===== src/rtl/srs_pkg.sv =====
package srs_pkg;
  localparam int unsigned ADDR_W = 5;
  localparam logic [ADDR_W-1:0] BURST_ADDR = '1;

  typedef enum logic [1:0] {PH_CMD, PH_WR, PH_RD} phase_e;

  typedef struct packed {
    logic              enable;
    logic              ram;
    logic [ADDR_W-1:0] addr;
    logic              rd;
  } cmd_t;
endpackage


===== src/rtl/srs_sync.sv =====
module srs_sync #(
  parameter int unsigned WIDTH  = 3,
  parameter int unsigned STAGES = 2
) (
  input  logic             clk_i,
  input  logic             rst_ni,
  input  logic [WIDTH-1:0] d_i,
  output logic [WIDTH-1:0] q_o
);
  logic [WIDTH-1:0] chain [STAGES+1];

  assign chain[0] = d_i;

  for (genvar s = 0; s < STAGES; s++) begin : g_stage
    always_ff @(posedge clk_i or negedge rst_ni) begin
      if (!rst_ni) chain[s+1] <= '0;
      else         chain[s+1] <= chain[s];
    end
  end

  assign q_o = chain[STAGES];
endmodule


===== src/rtl/srs_burst_stage.sv =====
module srs_burst_stage #(
  parameter int unsigned N_REGS = 8
) (
  input  logic                       clk_i,
  input  logic                       rst_ni,
  input  logic                       clear_i,
  input  logic                       allow_i,
  input  logic                       push_i,
  input  logic [7:0]                 data_i,
  output logic                       act_o,
  output logic [$clog2(N_REGS)-1:0]  idx_o,
  output logic [7:0]                 data_o
);
  localparam int unsigned IW = $clog2(N_REGS);
  localparam int unsigned CW = $clog2(N_REGS + 1);

  logic [7:0]    buf_q [N_REGS];
  logic [CW-1:0] cnt_q;
  logic          allow_q;
  logic          act_q;
  logic [IW-1:0] idx_q;
  logic          fill;

  assign fill = push_i && (cnt_q < CW'(N_REGS));

  always_ff @(posedge clk_i) begin
    if (fill) buf_q[cnt_q[IW-1:0]] <= data_i;
  end

  always_ff @(posedge clk_i or negedge rst_ni) begin
    if (!rst_ni) begin
      cnt_q   <= '0;
      allow_q <= 1'b0;
      act_q   <= 1'b0;
      idx_q   <= '0;
    end else begin
      if (act_q) begin
        idx_q <= idx_q + 1'b1;
        if (idx_q == IW'(N_REGS - 1)) act_q <= 1'b0;
      end
      if (clear_i) begin
        cnt_q   <= '0;
        allow_q <= allow_i;
      end else if (fill) begin
        cnt_q <= cnt_q + 1'b1;
        // commit only once the last slot is filled
        if (cnt_q == CW'(N_REGS - 1) && allow_q) begin
          act_q <= 1'b1;
          idx_q <= '0;
        end
      end
    end
  end

  assign act_o  = act_q;
  assign idx_o  = idx_q;
  assign data_o = buf_q[idx_q];

  assert_commit_full_R10: assert property (@(posedge clk_i) disable iff (!rst_ni)
    $rose(act_q) |-> ($past(cnt_q) == CW'(N_REGS - 1)));
  assert_commit_allowed_R10: assert property (@(posedge clk_i) disable iff (!rst_ni)
    act_q |-> allow_q);
endmodule


===== src/rtl/serial_reg_slave.sv =====
module serial_reg_slave
  import srs_pkg::*;
#(
  parameter int unsigned SYNC_STAGES = 2,
  parameter int unsigned CLK_REGS    = 8,
  parameter int unsigned CLK_STORE   = 9,
  parameter int unsigned RAM_BYTES   = 31
) (
  input  logic              clk_i,
  input  logic              rst_ni,
  input  logic              ce_i,
  input  logic              sclk_i,
  input  logic              sdio_i,
  output logic              sdio_o,
  output logic              sdio_oe_o,
  output logic              rd_ram_o,
  output logic [ADDR_W-1:0] rd_addr_o,
  input  logic [7:0]        rd_data_i,
  output logic              wr_en_o,
  output logic              wr_ram_o,
  output logic [ADDR_W-1:0] wr_addr_o,
  output logic [7:0]        wr_data_o
);
  localparam int unsigned IW = $clog2(CLK_REGS);
  localparam logic [ADDR_W-1:0] WP_ADDR  = ADDR_W'(CLK_REGS - 1);
  localparam logic [ADDR_W-1:0] CLK_LAST = ADDR_W'(CLK_REGS - 1);
  localparam logic [ADDR_W-1:0] RAM_LAST = ADDR_W'(RAM_BYTES - 1);

  function automatic logic has_store(input logic ram, input logic [ADDR_W-1:0] a);
    return ram ? (int'(a) < int'(RAM_BYTES)) : (int'(a) < int'(CLK_STORE));
  endfunction

  // input synchronization and edge detection
  logic [2:0] sync_q;
  logic       ce_s, sclk_s, sdi_s, sclk_d_q, rise, fall;

  srs_sync #(.WIDTH(3), .STAGES(SYNC_STAGES)) u_sync (
    .clk_i (clk_i),
    .rst_ni(rst_ni),
    .d_i   ({ce_i, sclk_i, sdio_i}),
    .q_o   (sync_q)
  );

  assign ce_s   = sync_q[2];
  assign sclk_s = sync_q[1];
  assign sdi_s  = sync_q[0];
  assign rise   = ce_s && sclk_s && !sclk_d_q;
  assign fall   = ce_s && !sclk_s && sclk_d_q;

  // transfer state
  phase_e            phase_q;
  logic [2:0]        bit_q;
  logic [7:0]        cmd_sh_q, din_q, obyte_q;
  cmd_t              cmd_q, cmd_next;
  logic              burst_q, done_q, sdo_q, oe_q, wp_q;
  logic [ADDR_W-1:0] idx_q, idx_adv, last_idx;
  logic [7:0]        din_next, rd_byte, cur_byte;

  assign cmd_next = cmd_t'({sdi_s, cmd_sh_q[7:1]});
  assign din_next = {sdi_s, din_q[7:1]};
  assign last_idx = cmd_q.ram ? RAM_LAST : CLK_LAST;
  assign idx_adv  = !burst_q ? idx_q : ((idx_q == last_idx) ? '0 : idx_q + 1'b1);

  always_comb begin
    if (!has_store(cmd_q.ram, idx_q))            rd_byte = '0;
    else if (!cmd_q.ram && idx_q == WP_ADDR)     rd_byte = {wp_q, 7'd0};
    else                                         rd_byte = rd_data_i;
  end
  assign cur_byte = (bit_q == 3'd0) ? rd_byte : obyte_q;

  // write decisions
  logic byte_done, ctrl_hit, dir_fire, wp_wr_dir, push, cmd_end;

  assign cmd_end   = rise && phase_q == PH_CMD && bit_q == 3'd7;
  assign byte_done = rise && phase_q == PH_WR && bit_q == 3'd7 && !done_q;
  assign ctrl_hit  = !cmd_q.ram && idx_q == WP_ADDR;
  assign dir_fire  = byte_done && cmd_q.enable && has_store(cmd_q.ram, idx_q) && !ctrl_hit
                     && !wp_q && (cmd_q.ram || !burst_q);
  assign wp_wr_dir = byte_done && !burst_q && ctrl_hit && cmd_q.enable;
  assign push      = byte_done && burst_q && !cmd_q.ram;

  always_ff @(posedge clk_i or negedge rst_ni) begin
    if (!rst_ni) begin
      sclk_d_q <= 1'b0;
      phase_q  <= PH_CMD;
      bit_q    <= '0;
      cmd_sh_q <= '0;
      cmd_q    <= '0;
      burst_q  <= 1'b0;
      idx_q    <= '0;
      din_q    <= '0;
      done_q   <= 1'b0;
      sdo_q    <= 1'b0;
      oe_q     <= 1'b0;
      obyte_q  <= '0;
    end else begin
      sclk_d_q <= sclk_s;
      if (!ce_s) begin
        phase_q <= PH_CMD;
        bit_q   <= '0;
        oe_q    <= 1'b0;
        done_q  <= 1'b0;
      end else if (rise) begin
        oe_q  <= 1'b0;
        bit_q <= bit_q + 3'd1;
        unique case (phase_q)
          PH_CMD: begin
            cmd_sh_q <= cmd_next;
            if (bit_q == 3'd7) begin
              cmd_q   <= cmd_next;
              burst_q <= (cmd_next.addr == BURST_ADDR);
              idx_q   <= (cmd_next.addr == BURST_ADDR) ? '0 : cmd_next.addr;
              phase_q <= cmd_next.rd ? PH_RD : PH_WR;
              done_q  <= 1'b0;
            end
          end
          PH_WR: begin
            din_q <= din_next;
            if (byte_done) begin
              if (!burst_q) done_q <= 1'b1;
              else begin
                idx_q  <= idx_adv;
                done_q <= (idx_q == last_idx);
              end
            end
          end
          PH_RD: if (bit_q == 3'd7) idx_q <= idx_adv;
          default: ;
        endcase
      end else if (fall && phase_q == PH_RD) begin
        oe_q  <= 1'b1;
        sdo_q <= cur_byte[bit_q];
        if (bit_q == 3'd0) obyte_q <= rd_byte;
      end
    end
  end

  // clock burst staging
  logic          c_act;
  logic [IW-1:0] c_idx;
  logic [7:0]    c_data;
  logic [ADDR_W-1:0] c_addr;

  srs_burst_stage #(.N_REGS(CLK_REGS)) u_stage (
    .clk_i  (clk_i),
    .rst_ni (rst_ni),
    .clear_i(cmd_end),
    .allow_i(cmd_next.enable && !wp_q),
    .push_i (push),
    .data_i (din_next),
    .act_o  (c_act),
    .idx_o  (c_idx),
    .data_o (c_data)
  );
  assign c_addr = ADDR_W'(c_idx);

  // write port and write-protect bit
  logic              wr_en_q, wr_ram_q;
  logic [ADDR_W-1:0] wr_addr_q;
  logic [7:0]        wr_data_q;

  always_ff @(posedge clk_i or negedge rst_ni) begin
    if (!rst_ni) begin
      wr_en_q   <= 1'b0;
      wr_ram_q  <= 1'b0;
      wr_addr_q <= '0;
      wr_data_q <= '0;
      wp_q      <= 1'b1;
    end else begin
      wr_en_q <= 1'b0;
      if (c_act) begin
        if (c_addr == WP_ADDR) wp_q <= c_data[7];
        else begin
          wr_en_q   <= 1'b1;
          wr_ram_q  <= 1'b0;
          wr_addr_q <= c_addr;
          wr_data_q <= c_data;
        end
      end else if (dir_fire) begin
        wr_en_q   <= 1'b1;
        wr_ram_q  <= cmd_q.ram;
        wr_addr_q <= idx_q;
        wr_data_q <= din_next;
      end
      if (wp_wr_dir) wp_q <= din_next[7];
    end
  end

  assign sdio_o    = sdo_q;
  assign sdio_oe_o = oe_q;
  assign rd_ram_o  = cmd_q.ram;
  assign rd_addr_o = idx_q;
  assign wr_en_o   = wr_en_q;
  assign wr_ram_o  = wr_ram_q;
  assign wr_addr_o = wr_addr_q;
  assign wr_data_o = wr_data_q;

  assert_release_rise_R3: assert property (@(posedge clk_i) disable iff (!rst_ni)
    rise |=> !sdio_oe_o);
  assert_release_ce_R3: assert property (@(posedge clk_i) disable iff (!rst_ni)
    !ce_s |=> !sdio_oe_o);
  assert_oe_read_only_R2: assert property (@(posedge clk_i) disable iff (!rst_ni)
    sdio_oe_o |-> phase_q == PH_RD);
  assert_wp_blocks_R7: assert property (@(posedge clk_i) disable iff (!rst_ni)
    wr_en_o |-> !$past(wp_q));
  assert_wr_addr_valid_R8: assert property (@(posedge clk_i) disable iff (!rst_ni)
    wr_en_o |-> (wr_ram_o ? (int'(wr_addr_o) < int'(RAM_BYTES))
                          : (int'(wr_addr_o) < int'(CLK_STORE) && wr_addr_o != WP_ADDR)));
endmodule


===== config.mk =====
export PLATFORM = sky130hd
export DESIGN_NAME = serial_reg_slave
export DESIGN_NICKNAME = d
export VERILOG_FILES = /design/src/rtl/srs_pkg.sv /design/src/rtl/srs_sync.sv /design/src/rtl/srs_burst_stage.sv /design/src/rtl/serial_reg_slave.sv
export SDC_FILE = /design/constraint.sdc
export NUM_CORES = 1
export LEC_CHECK = 0
export ABC_CLOCK_PERIOD_IN_PS = 3400
export BUFFER_PORTS_ARGS = -buffer_cell sky130_fd_sc_hd__buf_2
export CAP_MARGIN = 20
export CORE_ASPECT_RATIO = 0.7
export CORE_UTILIZATION = 59
export DETAILED_ROUTE_END_ITERATION = 7
export PLACE_DENSITY = 0.8
export SYNTH_ARGS = -nofsm -noshare
export SYNTH_HDL_FRONTEND = slang
export SYNTH_SLANG_ARGS = --single-unit

===== constraint.sdc =====
create_clock -name clk_i -period 3.4 [get_ports clk_i]
set_clock_uncertainty 0.05 [all_clocks]
set_input_delay 0.51 -clock clk_i [delete_from_list [all_inputs] [get_ports clk_i]]
set_output_delay 0.51 -clock clk_i [all_outputs]
set_load 0.05 [all_outputs]

# Yosys cells after proc, flatten, opt, wreduce, memory -nomap -nowiden
# Memories as Yosys holds them, arrays and structs flattened.
# Cells that the tools add are included.
[word_totals]
register_bits = 72
ramBits = 64
in_bits = 13
out_inout_bits = 23
elab_cells = 160
mem_count = 1
[mem_list]
columns = ["name", "depth", "word_bits", "rd", "rd_clocked_by_memory_dff", "write_ports", "line", "text"]
rows = [
  ["u_stage.buf_q", 8, 8, 1, 0, 1, "srs_burst_stage.sv:17", "logic [7:0] buf_q [N_REGS];"],
]
[classes]
addsub = 4
n_lt_le_gt_ge = 4
eq_ne = 20
muxes = 58
bitwise = 1
n_reduce_logical = 48
[op_table]
columns = ["operator", "count"]
rows = [
  ["two-way mux 5 bit", 11],
  ["two-way mux 8 bit", 6],
  ["two-way mux 1 bit", 25],
  ["logical AND 1 bit", 24],
  ["two-way mux 3 bit", 6],
  ["case mux 5 bit (3 select lines)", 1],
  ["inequality test 2 bit, second input constant", 7],
  ["inequality test 3 bit, second input constant", 4],
  ["AND reduction 3 bit", 4],
  ["two-way mux 2 bit", 5],
  ["two-way mux 4 bit", 2],
  ["AND reduction 4 bit", 2],
  ["nonzero test 2 bit", 4],
  ["logical NOT 1 bit", 7],
  ["AND reduction 7 bit", 1],
  ["adder 3 x 1 -> 3 bit, second input constant", 2],
  ["== test 3 bit, second input constant", 2],
  ["adder 5 x 1 -> 5 bit, second input constant", 1],
  ["== test 5 x 3 -> 1 bit, second input constant", 1],
  ["== test 5 bit", 1],
  ["== test 5 bit, second input constant", 1],
  ["< comparator 5 x 4 -> 1 bit, second input constant", 1],
  ["< comparator 5 bit, second input constant", 1],
  ["adder 4 x 1 -> 4 bit, second input constant", 1],
  ["other kinds (14)", 15],
]

# Depth between registers and ports, before layout
[depth]
word_depth = 12
depth_mapped = 9
ltp_nobuf = 7

# Hierarchy
# Synthesis repeated with hierarchy kept, for this count alone.
[hier_totals]
cells_unflattened = 408
area_unflattened_um2 = 5977.0
[modules_own_cells]
columns = ["module", "instances", "cells_each", "area_per_inst_um2", "seq_area_each_um2"]
rows = [
  ["srs_burst_stage", 1, 137, 2939.1, 2147.1],
  ["serial_reg_slave", 1, 262, 2865.2, 1377.6],
  ["srs_sync", 1, 9, 172.7, 150.1],
]

# Worst setup path after synthesis
# OpenSTA, ideal clock, no wires.
[synth_timing]
path_kind = "register to register"
startpoint = "reg bit_q[0]"
endpoint = "mem u_stage.buf_q[0][0] (enable)"
setup_ns = 0.395
arrival_time_ns = 2.178
t_required_ns = 2.955
path_slack_ns = 0.777
stages_incl_launch_ff = 8
n_path_buf = 1
period_less_slack_ns = 2.623
cell_sequence = "dfrtp_1 ha_1 ha_1 and4b_1 and3b_1 buf_6 nand2_1 nor4_1"
[synth_via]
elab_chain_cells = 8
[synth_lines]
columns = ["element", "line", "text"]
rows = [
  ["start, declared", "serial_reg_slave.sv:52", "logic [2:0] bit_q;"],
  ["start signal, assigned", "serial_reg_slave.sv:105", "bit_q <= bit_q + 3'd1;"],
  ["== test 3 bit", "serial_reg_slave.sv:75", "assign byte_done = rise && phase_q == PH_WR && bit_q == 3'd7 && !done_q;"],
  ["logical AND 1 bit (2 in series)", "serial_reg_slave.sv:75", ""],
  ["logical AND 1 bit (2 in series)", "serial_reg_slave.sv:80", "assign push = byte_done && burst_q && !cmd_q.ram;"],
  ["logical AND 1 bit", "srs_burst_stage.sv:24", "assign fill = push_i && (cnt_q < CW'(N_REGS));"],
  ["two-way mux 1 bit", "srs_burst_stage.sv:27", "if (fill) buf_q[cnt_q[IW-1:0]] <= data_i;"],
  ["two-way mux 1 bit (not written as such)", "srs_burst_stage.sv:27", ""],
  ["end, declared", "srs_burst_stage.sv:17", ""],
]
# No other way between the ends.

# Worst setup path in the final report
[layout_timing]
startpoint = "reg bit_q[0]"
endpoint = "reg wr_data_q[3], in the netlist wr_data_o[3]"
[layout_via]
elab_chain_cells = 10
[layout_lines]
columns = ["element", "line", "text"]
rows = [
  ["== test 3 bit", "serial_reg_slave.sv:75", ""],
  ["logical AND 1 bit (2 in series)", "serial_reg_slave.sv:75", ""],
  ["logical AND 1 bit (3 in series)", "serial_reg_slave.sv:77", "assign dir_fire = byte_done && cmd_q.enable && has_store(cmd_q.ram, idx_q) && !ctrl_hit"],
  ["logical AND 1 bit (2 in series)", "serial_reg_slave.sv:78", "&& !wp_q && (cmd_q.ram || !burst_q);"],
  ["nonzero test 2 bit (no line)", "--", ""],
  ["AND reduction 2 bit (no line)", "--", ""],
  ["end signal, assigned", "serial_reg_slave.sv:177", "wr_data_q <= c_data;"],
  ["end signal, assigned", "serial_reg_slave.sv:183", "wr_data_q <= din_next;"],
  ["end, declared", "serial_reg_slave.sv:160", "logic [7:0] wr_data_q;"],
]
# No other way between the ends.
# A chain may end at the register's enable or synchronous reset.

==> parameters.txt <==
Parameter                              Value

Outcome
  Outcome    finished clean

Clock tree
  Resize count post-CTS    0
  Cts-stage hold buffer count    0
  Clk_lat worst skew    0.42 ns
  Clock root buffer    sky130_fd_sc_hd__clkbuf_16
  CTS tree    done
  Number of buffers inserted during clock tree synthesis    17
  Clock transition at the register clock pins on the worst setup and hold paths after CTS    around 0.060 ns
  Post-CTS setup repair buffer count    0
  # clock sinks    between 100 and 150
  Max Buffers Root-to-Sink    2
  # H-tree levels    4

Timing
  Setup TNS after final layout    0 ns
  Final number of max-transition violations    0
  Max-Slew Margin vs Limit    between 40 and 50%
  Clock period minus final worst setup slack    between 2 and 3 ns
  Final Hold Vio Count    0
  Worst hold slack    ~0.031 ns
  Final worst path period share    between 70% and 80%
  Highest Clock Rate    ~370 MHz
  Worst setup slack after layout    a little under 0.7 ns
  Final Setup Violations    0
  Setup repair after global routing missed its margin    no
  Slew at the pin closest to its max-slew limit    approximately 0.84 ns

Detailed routing
  Number of iterations in the first detailed-routing pass    5
  Average via count per standard cell    around 6.2
  DRC Markers    0
  Count of routing violations after the opening detailed-route iteration    between 300 and 400
  Routed Antenna Nets    0
  Average detailed-routed wire length per instance    20.8 um
  Via Count    around 3700
  Final routed wirelength across all metal layers    12200 um

Logic synthesis
  Cell count after synthesis    about 400
  Yosys reg bits    134
  Part of the Yosys area used for sequential elements    between 60% and 70%
  Yosys warning count    0
  Cell variety after synth    53
  Synth Area per Inst    between 10 and 15 sq um
  Post-Syn Area    approximately 5800 sq um
  Number of synthesized flops with an enable pin    64
  Proportion of netlist area held by the largest area contributor    roughly a third
  Post-synth net total    between 400 and 500
  Leading post-synthesis cells by cell area    sky130_fd_sc_hd__edfxtp_1, sky130_fd_sc_hd__dfrtp_1, sky130_fd_sc_hd__mux4_2
  Top cell type by total area after synthesis    sky130_fd_sc_hd__edfxtp_1
  Main flop type after synthesis    sky130_fd_sc_hd__dfrtp_1
  Ys async rst share    52.2%

Floorplanning
  Floorplan die width    121 um
  Die H    around 85 um
  I/O pin count    36
  Die ar.    approximately 10000 sq um
  Initial core utilization    between 60 and 70%
  Core Rows    29
  Core region area    about 9300 sq um

Cells and area
  Area growth, synth to finish    17.0%
  Final cell area excluding filler cells    between 6000 and 7000 sq um
  Fraction of layout cells with a size suffix above 1    between 20% and 30%
  Number of cells in the finished layout apart from fillers    approximately 600
  Final standard cell utilization of the core    73.0%
  Most used cells in the layout excluding fill and tap cells    sky130_fd_sc_hd__dfrtp_1, sky130_fd_sc_hd__edfxtp_1, sky130_fd_sc_hd__buf_2, sky130_fd_sc_hd__nand2_1, sky130_fd_sc_hd__nor2_1
  Most common library cell in the layout ignoring fill and taps    sky130_fd_sc_hd__dfrtp_1
  NumNets Final    roughly 480
  ANT cells    0

Place
  Placed Area    slightly above 6000 sq um
  Input/output buffers    35
  Gpl congestion    0.847
  Placed cell count    556
  Post-detailed-placement half-perimeter wirelength    about 7900 um
  Worst slack, placed    ~0.72 ns

Run
  Max_cap viols    0

Pwr
  Standby leakage power    2.79 nW
  Maximum ir drop on the vdd rail    between 300 and 400 uV
  Power, Total    a little under 4 mW
  Power per standard cell area    572 nW/um^2

Critical path
  CP dominant cell by count    sky130_fd_sc_hd__ha_1
  Stage delay of the slowest cell on the critical path    ~0.57 ns
  CP Max Fanout    15
  Required time worst endpoint    about 3.6 ns
  CP max-delay cell    sky130_fd_sc_hd__a32oi_4
  Nature of the critical path startpoint    flop
  Crit path max-delay family    simple AND/OR/NAND/NOR gates
  Kind of end point of the critical path    flop
  Worst Path Class, Setup    reg2reg
  Cells along the critical path    ha_1 -> ha_1 -> and4b_1 -> and3b_1 -> and3_4 -> a32oi_4 -> mux2_2
  Sum of buffers and inverters on the critical path    0
  Arrival time of data at the critical path endpoint    roughly 3.0 ns

Global route
  Overall track demand over capacity in global routing    roughly 27%
  Number of antenna violations at the first check in global routing    0
  Number of global-route vias before repair    ~3600
  First-pass GRT wire length    19900 um
  Remaining Overflow, GRT    0
  Maximum number of pins on one net before global-route repair    between 40 and 50

Hold path
  Path class of the lowest-slack min-delay path    in2async
==> cell families after synthesis <==
logic type / share of synthesized area [%]
compound gates: 7.66
xor+xnor: 0.602
fa+ha+maj: 2.37
buf+inv: 2.22
flops: 63.2
mux: 14.4
simple gates: 9.57
==> worst reg2reg max path, cell delays in order, from the launching register on <==
cell                      delay, ns
sky130_fd_sc_hd__dfrtp_1       0.43
sky130_fd_sc_hd__ha_1          0.23
sky130_fd_sc_hd__ha_1          0.20
sky130_fd_sc_hd__and4b_1       0.23
sky130_fd_sc_hd__and3b_1       0.26
sky130_fd_sc_hd__and3_4        0.21
sky130_fd_sc_hd__a32oi_4       0.58
sky130_fd_sc_hd__mux2_2        0.42
==> registers in the layout (all words and copies together) (netlist names), 2 cells and up <==
name,flops
u_stage.cnt_q,4
phase_q,2
cmd_sh_q,7
u_stage.buf_q,64
u_stage.idx_o,3
u_sync.q_o,3
obyte_q,8
u_sync.chain,3
din_q,7
wr_addr_o,5
wr_data_o,8
bit_q,3
rd_addr_o,5
==> final timing paths <==
kind,startpoint,slack [ns],to,depth (start not counted)
worst max register to register,bit_q[0],0.68,wr_data_o[3],7
worst min register to register,u_sync.chain[5],0.29,u_sync.q_o[2],0
worst max-delay path,bit_q[0],0.68,wr_data_o[3],7
max in group asynchronous,rst_ni,2.76,cmd_sh_q[4],2
worst min-delay path,rst_ni,0.03,obyte_q[3],2
min in group clk_i,sclk_i,0.15,u_sync.chain[4],1
==> cell usage after synthesis (2+ instances only) <==
cell                        number
sky130_fd_sc_hd__a2111oi_0       3
sky130_fd_sc_hd__a211oi_1        2
sky130_fd_sc_hd__a21oi_1        14
sky130_fd_sc_hd__a22o_1         12
sky130_fd_sc_hd__a31oi_1         4
sky130_fd_sc_hd__a32oi_1         2
sky130_fd_sc_hd__and2_1          2
sky130_fd_sc_hd__and3b_1         2
sky130_fd_sc_hd__and4b_1         2
sky130_fd_sc_hd__buf_2           6
sky130_fd_sc_hd__clkbuf_1        9
sky130_fd_sc_hd__dfrtp_1        69
sky130_fd_sc_hd__edfxtp_1       64
sky130_fd_sc_hd__ha_1           11
sky130_fd_sc_hd__inv_1           9
sky130_fd_sc_hd__mux2_2         22
sky130_fd_sc_hd__mux2_4          6
sky130_fd_sc_hd__mux2i_1        14
sky130_fd_sc_hd__mux4_2         16
sky130_fd_sc_hd__nand2_1        29
sky130_fd_sc_hd__nand2b_1        3
sky130_fd_sc_hd__nand3_1        13
sky130_fd_sc_hd__nand4_1         2
sky130_fd_sc_hd__nor2_1         25
sky130_fd_sc_hd__nor2b_1         7
sky130_fd_sc_hd__nor3_1          7
sky130_fd_sc_hd__nor3b_1         6
sky130_fd_sc_hd__o211ai_1        2
sky130_fd_sc_hd__o21a_1          2
sky130_fd_sc_hd__o21ai_0        11
sky130_fd_sc_hd__o31ai_1         3
sky130_fd_sc_hd__xnor2_1         2
sky130_fd_sc_hd__xor2_1          2
==> metal layers <==
layer  GRT usage [%]  vias up  share of wire (%)
li1                -     1644                  -
met1            38.8     1838                 45
met2            39.2      157                 46
met3            6.59       22                7.5
met4            11.7        0                1.6
met5               0        -                  0
==> area by class of cell <==
| class | count | area (sq um) |
|---|---|---|
| Sequential cell | 134 | 3670 |
| Tap cell | 124 | 155 |
| Multi-Input combinational cell | 242 | 2010 |
| Inverter | 9 | 33.8 |
| Timing Repair Buffer | 47 | 265 |
| Clock buffer | 18 | 439 |
| Clock inverter | 14 | 221 |
| Fill cell | 582 | 2520 |
==> report_power, final <==
part / internal (mW) / leakage (nW) / switching (mW)
clock: 1.33 / 0.313 / 0.682
sequential: 1.73 / 1.51 / 0.0469
combinational: 0.0554 / 0.969 / 0.0537
(Power assumes the default switching activity.)
